### config.mk
export PLATFORM = sky130hd
export DESIGN_NAME = mp_uart
export DESIGN_NICKNAME = d
export VERILOG_FILES = /design/src/rtl/mp_uart_pkg.sv /design/src/rtl/mp_uart_rate.sv /design/src/rtl/mp_uart_tx.sv /design/src/rtl/mp_uart_rx.sv /design/src/rtl/mp_uart.sv
export SDC_FILE = /design/constraint.sdc
export NUM_CORES = 1
export LEC_CHECK = 0
export BUFFER_PORTS_ARGS = -buffer_cell sky130_fd_sc_hd__buf_2
export CAP_MARGIN = 40
export CORE_UTILIZATION = 40
export DETAILED_ROUTE_END_ITERATION = 8
export PLACE_DENSITY = 0.62
export SYNTH_ARGS = -nofsm -noshare
export SYNTH_HDL_FRONTEND = slang
export SYNTH_SLANG_ARGS = --single-unit
### constraint.sdc
create_clock -name clk_i -period 2.53 [get_ports clk_i]
set_input_delay 0.506 -clock clk_i [delete_from_list [all_inputs] [get_ports clk_i]]
set_output_delay 0.506 -clock clk_i [all_outputs]
set_load 0.02 [all_outputs]
### src/rtl/mp_uart_pkg.sv
package mp_uart_pkg;
  typedef enum logic [1:0] {
    FMT_OFF = 2'd0,
    FMT_10  = 2'd1,
    FMT_11  = 2'd2
  } fmt_e;

  function automatic fmt_e decode_fmt(input logic sm0, input logic sm1);
    case ({sm0, sm1})
      2'b01:   return FMT_10;
      2'b10:   return FMT_11;
      default: return FMT_OFF;
    endcase
  endfunction
endpackage

### src/rtl/mp_uart_rate.sv
module mp_uart_rate
  import mp_uart_pkg::*;
#(
  parameter int OVS      = 16,
  parameter int SLOW_DIV = 64,
  parameter int FAST_DIV = 32
) (
  input  logic clk_i,
  input  logic rst_ni,
  input  fmt_e fmt_i,
  input  logic smod_i,
  input  logic baud_tick_i,
  output logic tick_o
);
  localparam int SLOW_STEP = SLOW_DIV / OVS;
  localparam int FAST_STEP = FAST_DIV / OVS;
  localparam int CW = (SLOW_STEP > 1) ? $clog2(SLOW_STEP) : 1;
  localparam logic [CW-1:0] SLOW_LAST = CW'(SLOW_STEP - 1);
  localparam logic [CW-1:0] FAST_LAST = CW'(FAST_STEP - 1);

  logic [CW-1:0] cnt_q;
  logic [CW-1:0] lim;
  logic          fix_tick;

  assign lim      = smod_i ? FAST_LAST : SLOW_LAST;
  assign fix_tick = (fmt_i == FMT_11) && (cnt_q == lim);

  always_ff @(posedge clk_i or negedge rst_ni) begin
    if (!rst_ni)               cnt_q <= '0;
    else if (fmt_i != FMT_11)  cnt_q <= '0;
    else if (cnt_q >= lim)     cnt_q <= '0;
    else                       cnt_q <= cnt_q + 1'b1;
  end

  always_comb begin
    unique case (fmt_i)
      FMT_10:  tick_o = baud_tick_i;
      FMT_11:  tick_o = fix_tick;
      default: tick_o = 1'b0;
    endcase
  end

  AST_NO_TICK_OFF: assert property (@(posedge clk_i) disable iff (!rst_ni)
    (fmt_i == FMT_OFF) |-> !tick_o);
endmodule

### src/rtl/mp_uart_tx.sv
module mp_uart_tx
  import mp_uart_pkg::*;
#(
  parameter int OVS = 16,
  parameter int DW  = 8
) (
  input  logic          clk_i,
  input  logic          rst_ni,
  input  logic          tick_i,
  input  fmt_e          fmt_i,
  input  logic          wr_i,
  input  logic [DW-1:0] wdata_i,
  input  logic          tb8_i,
  input  logic          ti_clr_i,
  output logic          txd_o,
  output logic          ti_o
);
  localparam int FW = DW + 3;
  localparam int IW = $clog2(FW);
  localparam int OW = $clog2(OVS);
  localparam logic [OW-1:0] OCNT_LAST = OW'(OVS - 1);
  localparam logic [IW-1:0] LAST_10   = IW'(DW + 1);
  localparam logic [IW-1:0] LAST_11   = IW'(DW + 2);

  logic [FW-1:0] frame_q;
  logic [IW-1:0] idx_q, last_q;
  logic [OW-1:0] ocnt_q;
  logic          busy_q, txd_q, ti_q;
  logic          bit_end, ti_set;

  assign bit_end = busy_q && tick_i && (ocnt_q == OCNT_LAST);
  assign ti_set  = bit_end && (idx_q != last_q) && ((idx_q + 1'b1) == last_q);

  always_ff @(posedge clk_i or negedge rst_ni) begin
    if (!rst_ni) begin
      frame_q <= '1;
      idx_q   <= '0;
      last_q  <= LAST_10;
      ocnt_q  <= '0;
      busy_q  <= 1'b0;
      txd_q   <= 1'b1;
    end else if (fmt_i == FMT_OFF) begin
      busy_q <= 1'b0;
      txd_q  <= 1'b1;
    end else if (!busy_q) begin
      if (wr_i) begin
        // stop, ninth (or second stop), data, start
        frame_q <= {1'b1, (fmt_i == FMT_11) ? tb8_i : 1'b1, wdata_i, 1'b0};
        last_q  <= (fmt_i == FMT_11) ? LAST_11 : LAST_10;
        idx_q   <= '0;
        ocnt_q  <= '0;
        busy_q  <= 1'b1;
        txd_q   <= 1'b0;
      end
    end else if (tick_i) begin
      if (ocnt_q == OCNT_LAST) begin
        ocnt_q <= '0;
        if (idx_q == last_q) begin
          busy_q <= 1'b0;
          txd_q  <= 1'b1;
        end else begin
          idx_q <= idx_q + 1'b1;
          txd_q <= frame_q[idx_q + 1'b1];
        end
      end else begin
        ocnt_q <= ocnt_q + 1'b1;
      end
    end
  end

  always_ff @(posedge clk_i or negedge rst_ni) begin
    if (!rst_ni)       ti_q <= 1'b0;
    else if (ti_set)   ti_q <= 1'b1;
    else if (ti_clr_i) ti_q <= 1'b0;
  end

  assign txd_o = txd_q;
  assign ti_o  = ti_q;

  AST_TX_IDLE_MARK: assert property (@(posedge clk_i) disable iff (!rst_ni)
    !busy_q |-> txd_q);
  AST_TI_AT_STOP: assert property (@(posedge clk_i) disable iff (!rst_ni)
    $rose(ti_q) |-> (txd_q && busy_q));
  AST_TI_HOLD: assert property (@(posedge clk_i) disable iff (!rst_ni)
    (ti_q && !ti_clr_i) |=> ti_q);
  AST_WR_BUSY_KEEP: assert property (@(posedge clk_i) disable iff (!rst_ni)
    (busy_q && wr_i && !tick_i && fmt_i != FMT_OFF) |=> $stable(frame_q));
endmodule

### src/rtl/mp_uart_rx.sv
module mp_uart_rx
  import mp_uart_pkg::*;
#(
  parameter int OVS = 16,
  parameter int DW  = 8
) (
  input  logic          clk_i,
  input  logic          rst_ni,
  input  logic          tick_i,
  input  fmt_e          fmt_i,
  input  logic          ren_i,
  input  logic          sm2_i,
  input  logic          ovr_en_i,
  input  logic          ri_clr_i,
  input  logic          rxd_i,
  output logic [DW-1:0] rbuf_o,
  output logic          rb8_o,
  output logic          ri_o
);
  localparam int IW = $clog2(DW + 3);
  localparam int OW = $clog2(OVS);
  localparam int MID = OVS / 2;
  localparam logic [OW-1:0] OCNT_LAST = OW'(OVS - 1);
  localparam logic [OW-1:0] S_A = OW'(MID - 1);
  localparam logic [OW-1:0] S_B = OW'(MID);
  localparam logic [OW-1:0] S_C = OW'(MID + 1);
  localparam logic [IW-1:0] LAST_10 = IW'(DW + 1);
  localparam logic [IW-1:0] LAST_11 = IW'(DW + 2);
  localparam logic [IW-1:0] NINTH   = IW'(DW + 1);

  logic          s1_q, s2_q, prev_q;
  logic          active_q, long_q, ninth_q;
  logic [IW-1:0] idx_q;
  logic [OW-1:0] ocnt_q;
  logic [1:0]    votes_q;
  logic [DW-1:0] shreg_q, rbuf_q;
  logic          rb8_q, ri_q;
  logic          bitv, decide, last_bit, tag, accept;

  assign bitv     = (votes_q + {1'b0, s2_q}) >= 2'd2;
  assign decide   = active_q && tick_i && (ocnt_q == S_C);
  assign last_bit = idx_q == (long_q ? LAST_11 : LAST_10);
  assign tag      = long_q ? ninth_q : bitv;
  assign accept   = decide && last_bit && (ovr_en_i || !ri_q) && (!sm2_i || tag);

  always_ff @(posedge clk_i or negedge rst_ni) begin
    if (!rst_ni) begin
      s1_q <= 1'b1;
      s2_q <= 1'b1;
    end else begin
      s1_q <= rxd_i;
      s2_q <= s1_q;
    end
  end

  always_ff @(posedge clk_i or negedge rst_ni) begin
    if (!rst_ni) begin
      prev_q   <= 1'b1;
      active_q <= 1'b0;
      long_q   <= 1'b0;
      ninth_q  <= 1'b0;
      idx_q    <= '0;
      ocnt_q   <= '0;
      votes_q  <= '0;
      shreg_q  <= '0;
    end else if (!ren_i || fmt_i == FMT_OFF) begin
      active_q <= 1'b0;
      prev_q   <= 1'b1;
    end else if (tick_i) begin
      if (!active_q) begin
        prev_q <= s2_q;
        if (prev_q && !s2_q) begin
          active_q <= 1'b1;
          long_q   <= fmt_i == FMT_11;
          idx_q    <= '0;
          ocnt_q   <= '0;
          votes_q  <= '0;
        end
      end else begin
        if (ocnt_q == S_A || ocnt_q == S_B) votes_q <= votes_q + {1'b0, s2_q};
        if (ocnt_q == S_C) begin
          if (idx_q == '0) begin
            if (bitv) begin
              active_q <= 1'b0;  // false start
              prev_q   <= s2_q;
            end
          end else if (last_bit) begin
            active_q <= 1'b0;
            prev_q   <= s2_q;
          end else if (idx_q == NINTH) begin
            ninth_q <= bitv;
          end else begin
            shreg_q <= {bitv, shreg_q[DW-1:1]};
          end
        end
        if (ocnt_q == OCNT_LAST) begin
          ocnt_q  <= '0;
          votes_q <= '0;
          idx_q   <= idx_q + 1'b1;
        end else begin
          ocnt_q <= ocnt_q + 1'b1;
        end
      end
    end
  end

  always_ff @(posedge clk_i or negedge rst_ni) begin
    if (!rst_ni) begin
      rbuf_q <= '0;
      rb8_q  <= 1'b0;
    end else if (accept) begin
      rbuf_q <= shreg_q;
      rb8_q  <= tag;
    end
  end

  always_ff @(posedge clk_i or negedge rst_ni) begin
    if (!rst_ni)       ri_q <= 1'b0;
    else if (accept)   ri_q <= 1'b1;
    else if (ri_clr_i) ri_q <= 1'b0;
  end

  assign rbuf_o = rbuf_q;
  assign rb8_o  = rb8_q;
  assign ri_o   = ri_q;

  AST_NO_OVERWRITE: assert property (@(posedge clk_i) disable iff (!rst_ni)
    (ri_q && !ovr_en_i) |=> ($stable(rbuf_q) && $stable(rb8_q)));
  AST_REN_IDLE: assert property (@(posedge clk_i) disable iff (!rst_ni)
    !ren_i |=> !active_q);
  AST_RI_HOLD: assert property (@(posedge clk_i) disable iff (!rst_ni)
    (ri_q && !ri_clr_i) |=> ri_q);
  AST_RI_NEEDS_RUN: assert property (@(posedge clk_i) disable iff (!rst_ni)
    (!ri_q && !active_q) |=> !ri_q);
endmodule

### src/rtl/mp_uart.sv
module mp_uart
  import mp_uart_pkg::*;
#(
  parameter int OVS      = 16,
  parameter int SLOW_DIV = 64,
  parameter int FAST_DIV = 32,
  parameter int DW       = 8
) (
  input  logic          clk_i,
  input  logic          rst_ni,
  input  logic          baud_tick_i,
  input  logic          sm0_i,
  input  logic          sm1_i,
  input  logic          sm2_i,
  input  logic          smod_i,
  input  logic          ren_i,
  input  logic          ovr_en_i,
  input  logic          tb8_i,
  input  logic          buf_wr_i,
  input  logic [DW-1:0] buf_wdata_i,
  input  logic          ti_clr_i,
  input  logic          ri_clr_i,
  input  logic          rxd_i,
  output logic          txd_o,
  output logic          ti_o,
  output logic          ri_o,
  output logic          rb8_o,
  output logic [DW-1:0] rbuf_o
);
  fmt_e fmt;
  logic tick;

  assign fmt = decode_fmt(sm0_i, sm1_i);

  mp_uart_rate #(.OVS(OVS), .SLOW_DIV(SLOW_DIV), .FAST_DIV(FAST_DIV)) u_rate (
    .clk_i, .rst_ni, .fmt_i(fmt), .smod_i, .baud_tick_i, .tick_o(tick)
  );

  mp_uart_tx #(.OVS(OVS), .DW(DW)) u_tx (
    .clk_i, .rst_ni, .tick_i(tick), .fmt_i(fmt), .wr_i(buf_wr_i),
    .wdata_i(buf_wdata_i), .tb8_i, .ti_clr_i, .txd_o, .ti_o
  );

  mp_uart_rx #(.OVS(OVS), .DW(DW)) u_rx (
    .clk_i, .rst_ni, .tick_i(tick), .fmt_i(fmt), .ren_i, .sm2_i, .ovr_en_i,
    .ri_clr_i, .rxd_i, .rbuf_o, .rb8_o, .ri_o
  );

  AST_OFF_MARK: assert property (@(posedge clk_i) disable iff (!rst_ni)
    (fmt == FMT_OFF) |=> txd_o);
  AST_OFF_NO_RI: assert property (@(posedge clk_i) disable iff (!rst_ni)
    (fmt == FMT_OFF && !ri_o) |=> !ri_o);
endmodule

==> run summary <==
Status
* **outcome** finished, final reports clean

Floorplanning
* **starting utilization of the core area** 41.5%
* **Die Footprint** 7870 um2
* **count of boundary I/O pins** 34
* **x dimension of the die** 88.7 um
* **Std-Cell Core Area** 7250 um2
* **die boundary height** 88.7 um
* **number of standard-cell rows in the floorplan** 31

Final layout
* **share of the core filled with cells in the final layout** 49.6%
* **layout cells sized above 1** 28.7%
* **number of inserted diodes** 0
* **fin area** 3600 um2
* **Area growth, synth to finish** 19.5%
* **leading cell types in the layout, fill and taps excluded** sky130_fd_sc_hd__nand2_1 (44), sky130_fd_sc_hd__dfrtp_1 (44), sky130_fd_sc_hd__buf_2 (33)
* **count of filler cells inserted in the layout** 696
* **number of non-filler instances in the completed layout** 441
* **NumNets Final** 371

Timing
* **worst slew margin relative to its limit** 57.5%
* **pin slew with the least headroom to its limit** 0.638 ns
* **setup slack after layout** 0.217 ns
* **share of the cycle needed by the critical path after routing** 91.4%
* **setup repair after global routing missed its margin** false
* **setup violation total in the final timing report** 0
* **hold violation count in the final report** 0
* **Hold WS** 0.167 ns
* **setup skew after layout** 0.0101 ns
* **Final Max Tran Viols** 0
* **sum of negative setup slack** 0 ns
* **upper clock frequency limit** 432 MHz
* **post-route minimum period** 2.31 ns

Synthesis
* **number of nets produced by synthesis** 326
* **Synth warnings** 0
* **number of enable-type register cells in the synthesized netlist** 0
* **largest cells by area after synthesis** sky130_fd_sc_hd__dfrtp_1 (37%), sky130_fd_sc_hd__dfstp_2 (13%), sky130_fd_sc_hd__mux2_2 (6.7%)
* **area of the mapped netlist** 3010 um2
* **adder and majority cell fraction of the synthesized area** 4.99%
* **count of state elements after synthesis** 59
* **share of the synthesized netlist area taken by xor and xnor gates** 1.16%
* **main combinational cell family by area after synthesis** simple AND/OR/NAND/NOR gates
* **Unique masters post-synth** 45
* **sequential cell area fraction in the yosys report** 49.7%
* **Async SR Flop Fraction** 100%
* **cell accounting for the most synthesized area** sky130_fd_sc_hd__dfrtp_1
* **synthesized instance count** 292
* **compound-gate portion of the synthesized area** 12.1%
* **portion of netlist area occupied by mux cells** 11.6%
* **Simple-Gate Fraction of Synth Area** 16.6%
* **syn_area_per_cell** 10.3 um2
* **area fraction of the dominant cell type after synthesis** 36.6%
* **main flop type after synthesis** sky130_fd_sc_hd__dfrtp_1

Global route
* **via count of the first global-routing pass** 2111
* **antenna violations before repair** 0
* **grt total ovfl** 0
* **pin count of the biggest net entering global routing** 34
* **first-pass GRT wire length** 9.98 mm
* **Total GRT Usage** 17.3%

Setup path
* **endpoint arrival time on the critical path** 2.59 ns
* **capturing element type of the critical path** flip-flop
* **critical-path maximum fanout** 6
* **Req. time, crit path** 2.81 ns
* **critical path launch point type** flip-flop
* **critical path class** flip-flop to flip-flop

CTS
* **hold buffer count at CTS** 0
* **Worst-Skew Late Latency** 0.35 ns
* **Num CTS Buffers** 9
* **number of buffers added for setup after CTS** 0
* **clock tree from TritonCTS** yes
* **Resize count post-CTS** 0
* **number of clock sinks seen by CTS** 59
* **maximum clock path buffer count** 2
* **CTS Root Buffer Type** sky130_fd_sc_hd__clkbuf_8
* **clock transition time at the flip-flop clock pins of the worst setup and hold paths** 0.08 ns
* **number of H-tree levels** 3

Placed design
* **total instance count after detailed placement** 425
* **routability congestion estimate from global placement** 0.791
* **number of buffers added on ports** 33
* **cell area after placement** 3350 um2
* **HPWL reported at the end of detailed placement** 4.31 mm
* **worst setup timing slack at the placement stage** 0.180 ns

Power and ir drop
* **Pwr Total** 2.46 mW
* **Peak VDD IR** 0.000409 V
* **static leakage** 1.75 nW
* **power per cell area** 684 nW/um2

Min path
* **Min-Delay Path Class** input pin to async pin

Routing
* **via density per instance** 5.08
* **routed wire length** 6.10 mm
* **antenna viol nets, final** 0
* **Pre-antenna DRT Iters** 4
* **detailed-route DRC error count** 0
* **via count** 2240
* **WL per Instance** 13.8 um
* **violation count after the first detailed-route iteration** 58

Job
* **# Max-Cap Violations** 0

## kinds of logic after synthesis
family,after synthesis
simple gates,106
buf+inv,29
compound gates,53
mux,29
fa+ha+maj,12
flops,59
xor+xnor,4
## cell usage after synthesis, types with 2 or more instances
cell / count
sky130_fd_sc_hd__and2_1: 2
sky130_fd_sc_hd__xor2_1: 2
sky130_fd_sc_hd__nand2b_1: 5
sky130_fd_sc_hd__nand2_1: 44
sky130_fd_sc_hd__ha_1: 12
sky130_fd_sc_hd__dfrtp_1: 44
sky130_fd_sc_hd__and2_0: 2
sky130_fd_sc_hd__a22o_1: 2
sky130_fd_sc_hd__nor2_1: 12
sky130_fd_sc_hd__a31oi_1: 3
sky130_fd_sc_hd__nand3_1: 17
sky130_fd_sc_hd__nor3_1: 7
sky130_fd_sc_hd__nor2b_1: 8
sky130_fd_sc_hd__o21ai_0: 16
sky130_fd_sc_hd__dfstp_2: 15
sky130_fd_sc_hd__a32o_1: 3
sky130_fd_sc_hd__mux4_2: 3
sky130_fd_sc_hd__mux2_2: 18
sky130_fd_sc_hd__and3_1: 2
sky130_fd_sc_hd__nor3b_1: 3
sky130_fd_sc_hd__a21o_1: 4
sky130_fd_sc_hd__xnor2_1: 2
sky130_fd_sc_hd__inv_1: 19
sky130_fd_sc_hd__mux2i_1: 8
sky130_fd_sc_hd__o31ai_1: 2
sky130_fd_sc_hd__clkbuf_1: 9
sky130_fd_sc_hd__a21oi_1: 8
sky130_fd_sc_hd__o22ai_1: 3
## power breakdown
| part | total [mW] | leakage, nW | internal (mW) | switching [mW] |
|---|---|---|---|---|
| combinational | 0.258 | 0.871 | 0.120 | 0.138 |
| clock | 1.08 | 0.124 | 0.662 | 0.420 |
| sequential | 1.12 | 0.758 | 1.05 | 0.0699 |
## state kept, by name, summed over array words and instances, names as in the netlist, 2 cells and up
register,flops
u_tx.ocnt_q,4
u_tx.idx_q,4
u_rx.ocnt_q,4
u_rx.idx_q,4
u_rx.shreg_q,8
u_rx.rbuf_o,8
u_rx.votes_q,2
u_tx.frame_q,10
u_rate.cnt_q,2
u_tx.last_q,2
## per-layer routing
layer / share of wire (%) / wire length [um] / vias to the layer above / GRT usage [%]
li1: - / - / 1119 / -
met1: 48 / 2910 / 1078 / 22.1
met3: 3.4 / 207 / 8 / 4.10
met4: 1.3 / 82 / 0 / 9.97
met5: 0 / 0 / - / 0
met2: 48 / 2910 / 35 / 26.8
## critical path, cell delays in order (launching register included)
cell	delay [ns]
sky130_fd_sc_hd__dfrtp_1	0.38
sky130_fd_sc_hd__ha_1	0.40
sky130_fd_sc_hd__mux4_2	0.36
sky130_fd_sc_hd__and2_0	0.17
sky130_fd_sc_hd__mux4_2	0.47
sky130_fd_sc_hd__a2111oi_2	0.37
sky130_fd_sc_hd__o31ai_1	0.10
## worst paths after layout
kind / end / depth (start not counted) / slack, ns / startpoint
max reg2reg: u_tx.txd_o / 6 / 0.22 / u_tx.idx_q[0]
max: u_tx.txd_o / 6 / 0.22 / u_tx.idx_q[0]
min reg2reg: u_rx.s2_q / 0 / 0.36 / u_rx.s1_q
min in group clk_i: u_rx.s1_q / 1 / 0.25 / rxd_i
max in group asynchronous: u_tx.last_q[0] / 2 / 1.67 / rst_ni
min: u_rx.idx_q[2] / 1 / 0.17 / rst_ni
## layout make-up
class | instances | area, um2 | share of cell area [%]
clock buffers | 9 | 124 | 3.44
clock inverters | 7 | 125 | 3.48
inverters | 19 | 71.3 | 1.98
multi-input cells | 204 | 1400 | 38.9
flip-flops and latches | 59 | 1500 | 41.6
well taps | 99 | 124 | 3.44
repair buffers | 44 | 260 | 7.23
(Power assumes the default switching activity.)
